<file path="src/rtl/lf_pkg.sv">
package lf_pkg;

    // Class code carried in the top two bits of the logarithmic input word.
    typedef enum logic [1:0] {
        LNS_NUM  = 2'b00,
        LNS_ZERO = 2'b01,
        LNS_INF  = 2'b10,
        LNS_NAN  = 2'b11
    } lns_flag_e;

    // Class chosen for the packed floating-point result.
    typedef enum logic [1:0] {
        OUT_NORMAL,
        OUT_ZERO,
        OUT_INF,
        OUT_NAN
    } out_kind_e;

endpackage

</file>
<file path="src/rtl/lf_exp_rom.sv">
module lf_exp_rom #(
    parameter int FRAC_W  = 6,
    parameter int LSB     = 0,
    parameter int FIELD_W = 2,
    parameter int TW      = 8
) (
    input  logic [FIELD_W-1:0] idx,
    output logic [TW:0]        val
);

    localparam int DEPTH = 1 << FIELD_W;
    localparam int ENT_W = TW + 1;

    // Entry k is 2 raised to (k weighted by this field's position), stored
    // with TW fraction bits and rounded to nearest.
    function automatic logic [TW:0] entry(input int k);
        real x;
        x = real'(k * (1 << LSB)) / real'(1 << FRAC_W);
        entry = ENT_W'($rtoi((2.0 ** x) * real'(1 << TW) + 0.5));
    endfunction

    logic [TW:0] tab [DEPTH];

    for (genvar k = 0; k < DEPTH; k++) begin : g_ent
        assign tab[k] = entry(k);
    end

    assign val = tab[idx];

endmodule

</file>
<file path="src/rtl/lf_round_pack.sv">
module lf_round_pack #(
    parameter int INT_W = 5,
    parameter int EXP_W = 4,
    parameter int MAN_W = 4,
    parameter int TW    = 8
) (
    input  logic                    sign,
    input  logic signed [INT_W-1:0] ipart,
    input  lf_pkg::lns_flag_e       flag,
    input  logic [TW:0]             fa,
    input  logic [TW:0]             fb,
    input  logic [TW:0]             fc,
    output logic [EXP_W+MAN_W:0]    word
);
    import lf_pkg::*;

    localparam int PW   = 3 * (TW + 1);
    localparam int FB   = 3 * TW;
    localparam int BIAS = (1 << (EXP_W - 1)) - 1;
    localparam int EMAX = (1 << EXP_W) - 1;

    logic [PW-1:0]      prod;
    logic [MAN_W+1:0]   sig_r;
    logic               carry;
    logic [MAN_W-1:0]   man;
    int                 e_val;
    out_kind_e          kind;

    // Product of three factors in [1,2): one integer bit at position FB.
    assign prod  = PW'(fa) * PW'(fb) * PW'(fc);
    assign sig_r = {1'b0, prod[FB -: MAN_W+1]} + (MAN_W+2)'(prod[FB-MAN_W-1]);
    assign carry = sig_r[MAN_W+1];
    assign man   = carry ? '0 : sig_r[MAN_W-1:0];

    always_comb begin
        e_val = int'(ipart) + BIAS + int'(carry);
    end

    // Result classification.
    always_comb begin
        kind = OUT_NAN;
        unique case (flag)
            LNS_NUM: begin
                if (e_val <= 0)
                    kind = OUT_ZERO;
                else if (e_val >= EMAX)
                    kind = OUT_INF;
                else
                    kind = OUT_NORMAL;
            end
            LNS_ZERO: kind = OUT_ZERO;
            LNS_INF:  kind = OUT_INF;
            LNS_NAN:  kind = OUT_NAN;
        endcase
    end

    // Word assembly per class.
    always_comb begin
        word = '0;
        unique case (kind)
            OUT_NORMAL: word = {sign, e_val[EXP_W-1:0], man};
            OUT_ZERO:   word = {sign, {EXP_W{1'b0}}, {MAN_W{1'b0}}};
            OUT_INF:    word = {sign, {EXP_W{1'b1}}, {MAN_W{1'b0}}};
            OUT_NAN:    word = {sign, {EXP_W{1'b1}}, 1'b1, {(MAN_W-1){1'b0}}};
        endcase
    end

    logic unused_bits;
    assign unused_bits = ^{prod[PW-1:FB+1], prod[FB-MAN_W-2:0], e_val[31:EXP_W]};

endmodule

</file>
<file path="src/rtl/lns2fp_conv.sv">
module lns2fp_conv #(
    parameter int INT_W = 5,
    parameter int FRAC_W = 6,
    parameter int EXP_W = 4,
    parameter int MAN_W = 4,
    parameter int GUARD = 4
) (
    input  logic                        clk,
    input  logic                        rst_n,
    input  logic                        in_valid,
    input  logic [INT_W+FRAC_W+2:0]     in_lns,
    output logic                        out_valid,
    output logic [EXP_W+MAN_W:0]        out_fp
);
    import lf_pkg::*;

    localparam int LOG_W = INT_W + FRAC_W;
    localparam int W_IN  = LOG_W + 3;
    localparam int FW    = FRAC_W / 3;
    localparam int TW    = MAN_W + GUARD;

    // Stage 1: table reads.
    logic [TW:0] tab_val [3];

    for (genvar g = 0; g < 3; g++) begin : g_field
        lf_exp_rom #(
            .FRAC_W (FRAC_W),
            .LSB    (g * FW),
            .FIELD_W(FW),
            .TW     (TW)
        ) u_rom (
            .idx(in_lns[g*FW +: FW]),
            .val(tab_val[g])
        );
    end

    logic                    s1_valid;
    logic                    s1_sign;
    logic signed [INT_W-1:0] s1_int;
    lns_flag_e               s1_flag;
    logic [TW:0]             s1_fac [3];

    always_ff @(posedge clk or negedge rst_n) begin
        if (!rst_n) begin
            s1_valid <= 1'b0;
            s1_sign  <= 1'b0;
            s1_int   <= '0;
            s1_flag  <= LNS_NUM;
            for (int i = 0; i < 3; i++) s1_fac[i] <= '0;
        end else begin
            s1_valid <= in_valid;
            s1_sign  <= in_lns[LOG_W];
            s1_int   <= in_lns[LOG_W-1:FRAC_W];
            s1_flag  <= lns_flag_e'(in_lns[W_IN-1 -: 2]);
            for (int i = 0; i < 3; i++) s1_fac[i] <= tab_val[i];
        end
    end

    // Stage 2: multiply, round, classify, pack.
    logic [EXP_W+MAN_W:0] packed_word;

    lf_round_pack #(
        .INT_W(INT_W),
        .EXP_W(EXP_W),
        .MAN_W(MAN_W),
        .TW   (TW)
    ) u_pack (
        .sign (s1_sign),
        .ipart(s1_int),
        .flag (s1_flag),
        .fa   (s1_fac[0]),
        .fb   (s1_fac[1]),
        .fc   (s1_fac[2]),
        .word (packed_word)
    );

    always_ff @(posedge clk or negedge rst_n) begin
        if (!rst_n) begin
            out_valid <= 1'b0;
            out_fp    <= '0;
        end else begin
            out_valid <= s1_valid;
            out_fp    <= packed_word;
        end
    end

endmodule

</file>
<file path="config.mk">
export PLATFORM = sky130hd
export DESIGN_NAME = lns2fp_conv
export DESIGN_NICKNAME = d
export VERILOG_FILES = /design/src/rtl/lf_pkg.sv /design/src/rtl/lf_exp_rom.sv /design/src/rtl/lf_round_pack.sv /design/src/rtl/lns2fp_conv.sv
export SDC_FILE = /design/constraint.sdc
export NUM_CORES = 1
export LEC_CHECK = 0
export CAP_MARGIN = 10
export CORE_UTILIZATION = 37
export DETAILED_ROUTE_END_ITERATION = 10
export GPL_TIMING_DRIVEN = 0
export PLACE_DENSITY = 0.5
export SLEW_MARGIN = 40
export SYNTH_ARGS = -nofsm -noshare
export SYNTH_HDL_FRONTEND = slang
export SYNTH_SLANG_ARGS = --single-unit
export TNS_END_PERCENT = 1
</file>
<file path="constraint.sdc">
create_clock -name clk -period 21.6 [get_ports clk]
set_input_delay 3.24 -clock clk [delete_from_list [all_inputs] [get_ports clk]]
set_output_delay 3.24 -clock clk [all_outputs]
set_load 0.005 [all_outputs]
</file>
==> results.json, run 1 <==
{
  "critPathRequiredTime_ns": 21.77,
  "cts-hold-fix-buffers": 0,
  "synth_xor_xnor_area_share_pct": 4.20,
  "final-hold-violation-count": 0,
  "drt-initial-drc-count": 159,
  "area_growth_pct": 10.4,
  "synthAdderAreaFrac_pct": 49.2,
  "tightest_slew_ns": 0.802,
  "slew_headroom_pct": 46.1,
  "synth_cells": 726,
  "yosysWarningCount": 0,
  "fin_setup_tns_ns": 0,
  "placed_cells": 982,
  "fin_crit_ns": 12.29,
  "insertedDiodeCount": 0,
  "cts_made_buffers": 5,
  "final_util_pct": 42.0,
  "setup_viol": 0,
  "synth_top_area_cell": "fa_1",
  "syn_avg_cell_area_sq_um": 9.48,
  "critPathMostFrequentCell": "ha_1",
  "synthDistinctLibCells": 61,
  "vdd_drop_max_mv": 0.0496,
  "finalCritPeriodShare_pct": 56.9,
  "cp.arrival_ns": 12.46,
  "grt_pass1_vias": 5501,
  "root_buffer": "clkbuf_16",
  "cts_tree": "done",
  "synth-edff-count": 0,
  "finClkSkew_ns": 0.00314,
  "rsz0062_at_grt": "false",
  "clock_latency_ns": 0.28,
  "synth-compound-area-share_pct": 6.66,
  "postLayoutCellArea_sq_mm": 0.00759,
  "seq_area_frac_synth_pct": 12.4,
  "cts_resized": 0,
  "drt-vias-per-instance": 4.94,
  "pwr_density_cell_mw_per_mm2": 55.8,
  "met1_usage_pct": 22.6,
  "grtUsageMet2_pct": 31.3,
  "status": "completed",
  "timing.hold.ws_ns": 0.350,
  "holdCritPathClass": "reg2reg",
  "worstHoldStart": "s1_sign",
  "die_w_um": 138,
  "finish.net_count": 984,
  "mostFrequentLayoutCells": "150 x inv_1, 106 x fa_1, 101 x ha_1",
  "placed_area_sq_mm": 0.00744,
  "vias": 4887,
  "ys.flop_type": "dfrtp_1",
  "clock-sinks": 34,
  "muxShareOfSynthArea_pct": 0,
  "critical_path_class": "reg2reg",
  "layout-drive-gt1-share_pct": 4.99,
  "die_h_um": 138,
  "async_flop_share_pct": 100,
  "rows": 49,
  "dpl.hpwl_mm": 13.1,
  "power_mw": 0.423,
  "start_util_pct": 38.0,
  "fin_cells": 990,
  "fmax_ghz": 0.0814,
  "r2r_start": "s1_fac[10]",
  "top_usage_layer": "met2",
  "synth_top_family_by_area": "adder cells",
  "avgRoutedWirePerCell_um": 15.4,
  "drv_slew": 0,
  "synth_seq_cells": 34,
  "setup.worst_path.start_class": "flop",
  "overflow": 0,
  "synth_nets": 950,
  "slowest_stage": "fa_1",
  "fin_ws_ns": 9.31,
  "core_sq_mm": 0.0181,
  "clkTransAtPathRegs_ns": 0.05,
  "dieArea_sq_mm": 0.0191,
  "preCtsSetupSlack_ns": 9.27,
  "cts_setup_buffers": 0,
  "cp_max_fo": 10,
  "grt_usage_pct": 17.3,
  "antenna_found_initial": 0,
  "p_leak_nw": 4.04,
  "synth_top_area_share_pct": 30.8,
  "htree_levels": 2,
  "grt_pass1_wl_mm": 26.5,
  "ant_nets": 0,
  "routed_wl_mm": 15.2,
  "synthSimpleGateAreaFrac_pct": 18.3,
  "gp_congestion": 0.847,
  "cts.path.max_buffers": 2,
  "layout_commonest_cell": "inv_1",
  "worst_setup_path_end_kind": "flop",
  "synth_area_sq_mm": 0.00688,
  "io_buffers": 26,
  "maxCapViolCount": 0,
  "drc": 0,
  "grt_util_met3_pct": 0.797,
  "pin_count": 27,
  "grt_max_degree": 26,
  "synthTopCellsByArea": "fa_1 31%, ha_1 18%, dfrtp_1 12%, inv_1 8.2%, and2_1 8.1%",
  "cpPeakStageDelay_ns": 0.54,
  "critPathLaunch": "s1_fac[10]",
  "first_pass_iters": 4
}
[power breakdown]
group | switching [mW] | internal [mW] | leakage [nW] | total, mW
clock network | 0.0262 | 0.0456 | 0.0729 | 0.0718
registers | 0.00370 | 0.0670 | 0.410 | 0.0707
logic | 0.163 | 0.117 | 3.56 | 0.281
[per-layer routing]
layer | up-vias | share of wire, %
li1 | 2350 | -
met4 | 0 | 1.5
met3 | 11 | 2.0
met5 | - | 0
met2 | 65 | 50
met1 | 2461 | 46
[Yosys cell counts, types with 3 or more instances]
master / number
nor3b_1: 3
nor3_1: 7
o21ai_1: 3
nand2_1: 62
xor2_1: 11
a21o_1: 13
nand3_1: 7
ha_1: 101
and3_2: 4
fa_1: 106
and2_2: 4
inv_1: 150
nor2_1: 11
buf_2: 4
o21a_1: 3
a21oi_1: 12
xnor2_1: 22
a31o_2: 5
nand4_1: 5
nor4_1: 3
and3_1: 6
dfrtp_1: 34
clkbuf_1: 12
and2_1: 89
o21bai_1: 4
[sequential cells by signal, indices dropped and copies added (netlist names)]
| name | flops |
|---|---|
| out_fp | 9 |
| s1_valid | 1 |
| s1_fac | 15 |
| out_valid | 1 |
| s1_int | 5 |
| s1_flag | 2 |
| s1_sign | 1 |
[worst paths after layout]
| check | to | slack [ns] | cells after the start |
|---|---|---|---|
| hold / removal | out_fp[8] | 0.35 | 0 |
| max in group asynchronous | s1_fac[12] | 18.37 | 2 |
| min in group asynchronous | out_fp[6] | 2.82 | 1 |
| setup / recovery | out_fp[7] | 9.31 | 46 |
| hold reg to reg | out_fp[8] | 0.35 | 0 |
| setup reg to reg | out_fp[7] | 9.31 | 46 |
[worst max-delay path, delay by kind of cell, from the launching register on]
kind            cells  cell delay (ns)
fa+ha+maj          15             5.31
simple gates       13             2.98
compound gates      9             2.15
buf+inv             7             0.79
flops               1             0.49
xor+xnor            2             0.45
[area by class of cell]
class | instances | area (sq um)
timing repair buffer | 27 | 275
sequential | 34 | 851
fill | 1822 | 10500
buffer | 16 | 65.1
inverter | 151 | 567
clock inverter | 2 | 12.5
clock buffer | 6 | 139
tap | 229 | 287
multi-input combinational | 525 | 5400
[kinds of logic (layout without fill, tap and decap cells)]
family          count (synthesis)  in the layout
compound gates                 61             61
xor+xnor                       33             33
fa+ha+maj                     207            207
buf+inv                       167            202
flops                          34             34
other cells                     1              1
simple gates                  223            223
No activity file was read; power rests on OpenSTA's default activity.
==> inputs of run 2 (changes only) <==
- clock period: 21.6 -> 12.8 ns (I/O delays scaled with it)
==> results.json, run 2 (synthesis gave the netlist of run 1 again) <==
{
  "grt_usage_pct": 17.3,
  "critPathMostFrequentCell": "ha_1",
  "overflow": 0,
  "die_h_um": 138,
  "multi_input_area_sq_mm": 0.00542,
  "antenna_found_initial": 0,
  "root_buffer": "clkbuf_16",
  "die_w_um": 138,
  "top_regs": "s1_fac x15, out_fp x9, s1_int x5",
  "first_pass_iters": 4,
  "pin_count": 27,
  "grt_pass1_wl_mm": 26.5,
  "drt-initial-drc-count": 168,
  "grt_pass1_vias": 5501,
  "pwr_density_cell_mw_per_mm2": 94.8,
  "fin_setup_tns_ns": 0,
  "n_fill_cell": 1812,
  "holdCritPathClass": "reg2reg",
  "vdd_drop_max_mv": 0.0838,
  "cts_tree": "done",
  "vias": 4891,
  "cts_setup_buffers": 0,
  "gp_congestion": 0.847,
  "htree_levels": 2,
  "critical_path_class": "reg2reg",
  "maxCapViolCount": 0,
  "cp.arrival_ns": 12.18,
  "cts.path.max_buffers": 2,
  "routed_wl_mm": 15.2,
  "critPathRequiredTime_ns": 12.97,
  "rsz0062_at_grt": "false",
  "p_leak_nw": 4.06,
  "clock_latency_ns": 0.28,
  "largest_reg_flops": 15,
  "area_growth_pct": 10.7,
  "start_util_pct": 38.0,
  "rows": 49,
  "drv_slew": 0,
  "tightest_slew_ns": 0.693,
  "setup_viol": 0,
  "avgRoutedWirePerCell_um": 15.4,
  "power_mw": 0.722,
  "cp_max_fo": 10,
  "layout_commonest_cell": "inv_1",
  "finish.net_count": 983,
  "cts_made_buffers": 5,
  "mostFrequentLayoutCells": "150 x inv_1, 106 x fa_1, 101 x ha_1",
  "cts_resized": 0,
  "dpl.hpwl_mm": 13.1,
  "setup.worst_path.start_class": "flop",
  "grt_max_degree": 26,
  "ant_nets": 0,
  "core_sq_mm": 0.0181,
  "insertedDiodeCount": 0,
  "io_buffers": 26,
  "cts-hold-fix-buffers": 0,
  "slew_headroom_pct": 53.6,
  "clkTransAtPathRegs_ns": 0.05,
  "dieArea_sq_mm": 0.0191,
  "largest-register": "s1_fac",
  "final-hold-violation-count": 0,
  "status": "completed",
  "drt-vias-per-instance": 4.95,
  "slowest_stage": "fa_1",
  "finalCritPeriodShare_pct": 93.9,
  "clock-sinks": 34,
  "fin_crit_ns": 12.02,
  "seq_area_sq_um": 851,
  "fmax_ghz": 0.0832,
  "worst_setup_path_end_kind": "flop",
  "drc": 0,
  "layout-drive-gt1-share_pct": 5.26,
  "finClkSkew_ns": 0.00304,
  "cpPeakStageDelay_ns": 0.55
}
[run 2: path summary, 6_finish.rpt]
kind / from / end / slack (ns) / cells past startpoint
worst min-delay path: s1_sign / out_fp[8] / 0.35 / 0
max in group asynchronous: rst_n / s1_fac[12] / 10.89 / 2
worst min register to register: s1_sign / out_fp[8] / 0.35 / 0
min in group asynchronous: rst_n / out_fp[6] / 1.50 / 1
worst max register to register: s1_fac[10] / out_fp[7] / 0.78 / 45
worst max-delay path: s1_fac[10] / out_fp[7] / 0.78 / 45
[run 2: report_power, final]
| group | total [mW] | internal (mW) | switching, mW |
|---|---|---|---|
| Clock | 0.121 | 0.0769 | 0.0439 |
| Combinational | 0.482 | 0.201 | 0.281 |
| Sequential | 0.119 | 0.113 | 0.00628 |
[run 2: critical path: cells and delay by family (launching register included)]
family                   cells  cell delay, ns
flip-flops                   1            0.49
XOR/XNOR                     2            0.29
AND/OR/NAND/NOR             13            2.91
adder cells (fa/ha/maj)     15            5.67
AO/OA/AOI/OAI                9            2.12
buffers and inverters        6            0.39
[run 2: final cells by class]
cell class | instances | share of cell area, %
flip-flops and latches | 34 | 11.2
clock buffers | 6 | 1.82
well taps | 229 | 3.76
clock inverters | 2 | 0.164
multi-input cells | 525 | 71.2
repair buffers | 27 | 3.61
plain buffers | 15 | 0.805
inverters | 151 | 7.44
[run 2: layer usage]
| metal | up-vias | part of all wire [%] | global-route usage (%) |
|---|---|---|---|
| met3 | 11 | 1.9 | 0.797 |
| met5 | - | 0 | 0 |
| met4 | 0 | 1.5 | 4.38 |
| li1 | 2347 | - | - |
| met2 | 61 | 50 | 31.3 |
| met1 | 2472 | 46 | 22.6 |
[run 2: metrics by stage]
step | worst slack (ns) | utilization [%] | hold slack (ns) | cell area, sq um | std cells
after floorplan | 1.91 | - | 0.331 | 6880 | 726
after global placement | 0.653 | 41.1 | 0.336 | 7430 | 981
after detailed placement | 0.469 | 41.1 | 0.341 | 7440 | 982
after CTS | 0.444 | 42.0 | 0.352 | 7590 | 990
after global routing | 0.124 | 42.1 | 0.358 | 7610 | 989
final | 0.785 | 42.1 | 0.350 | 7610 | 989
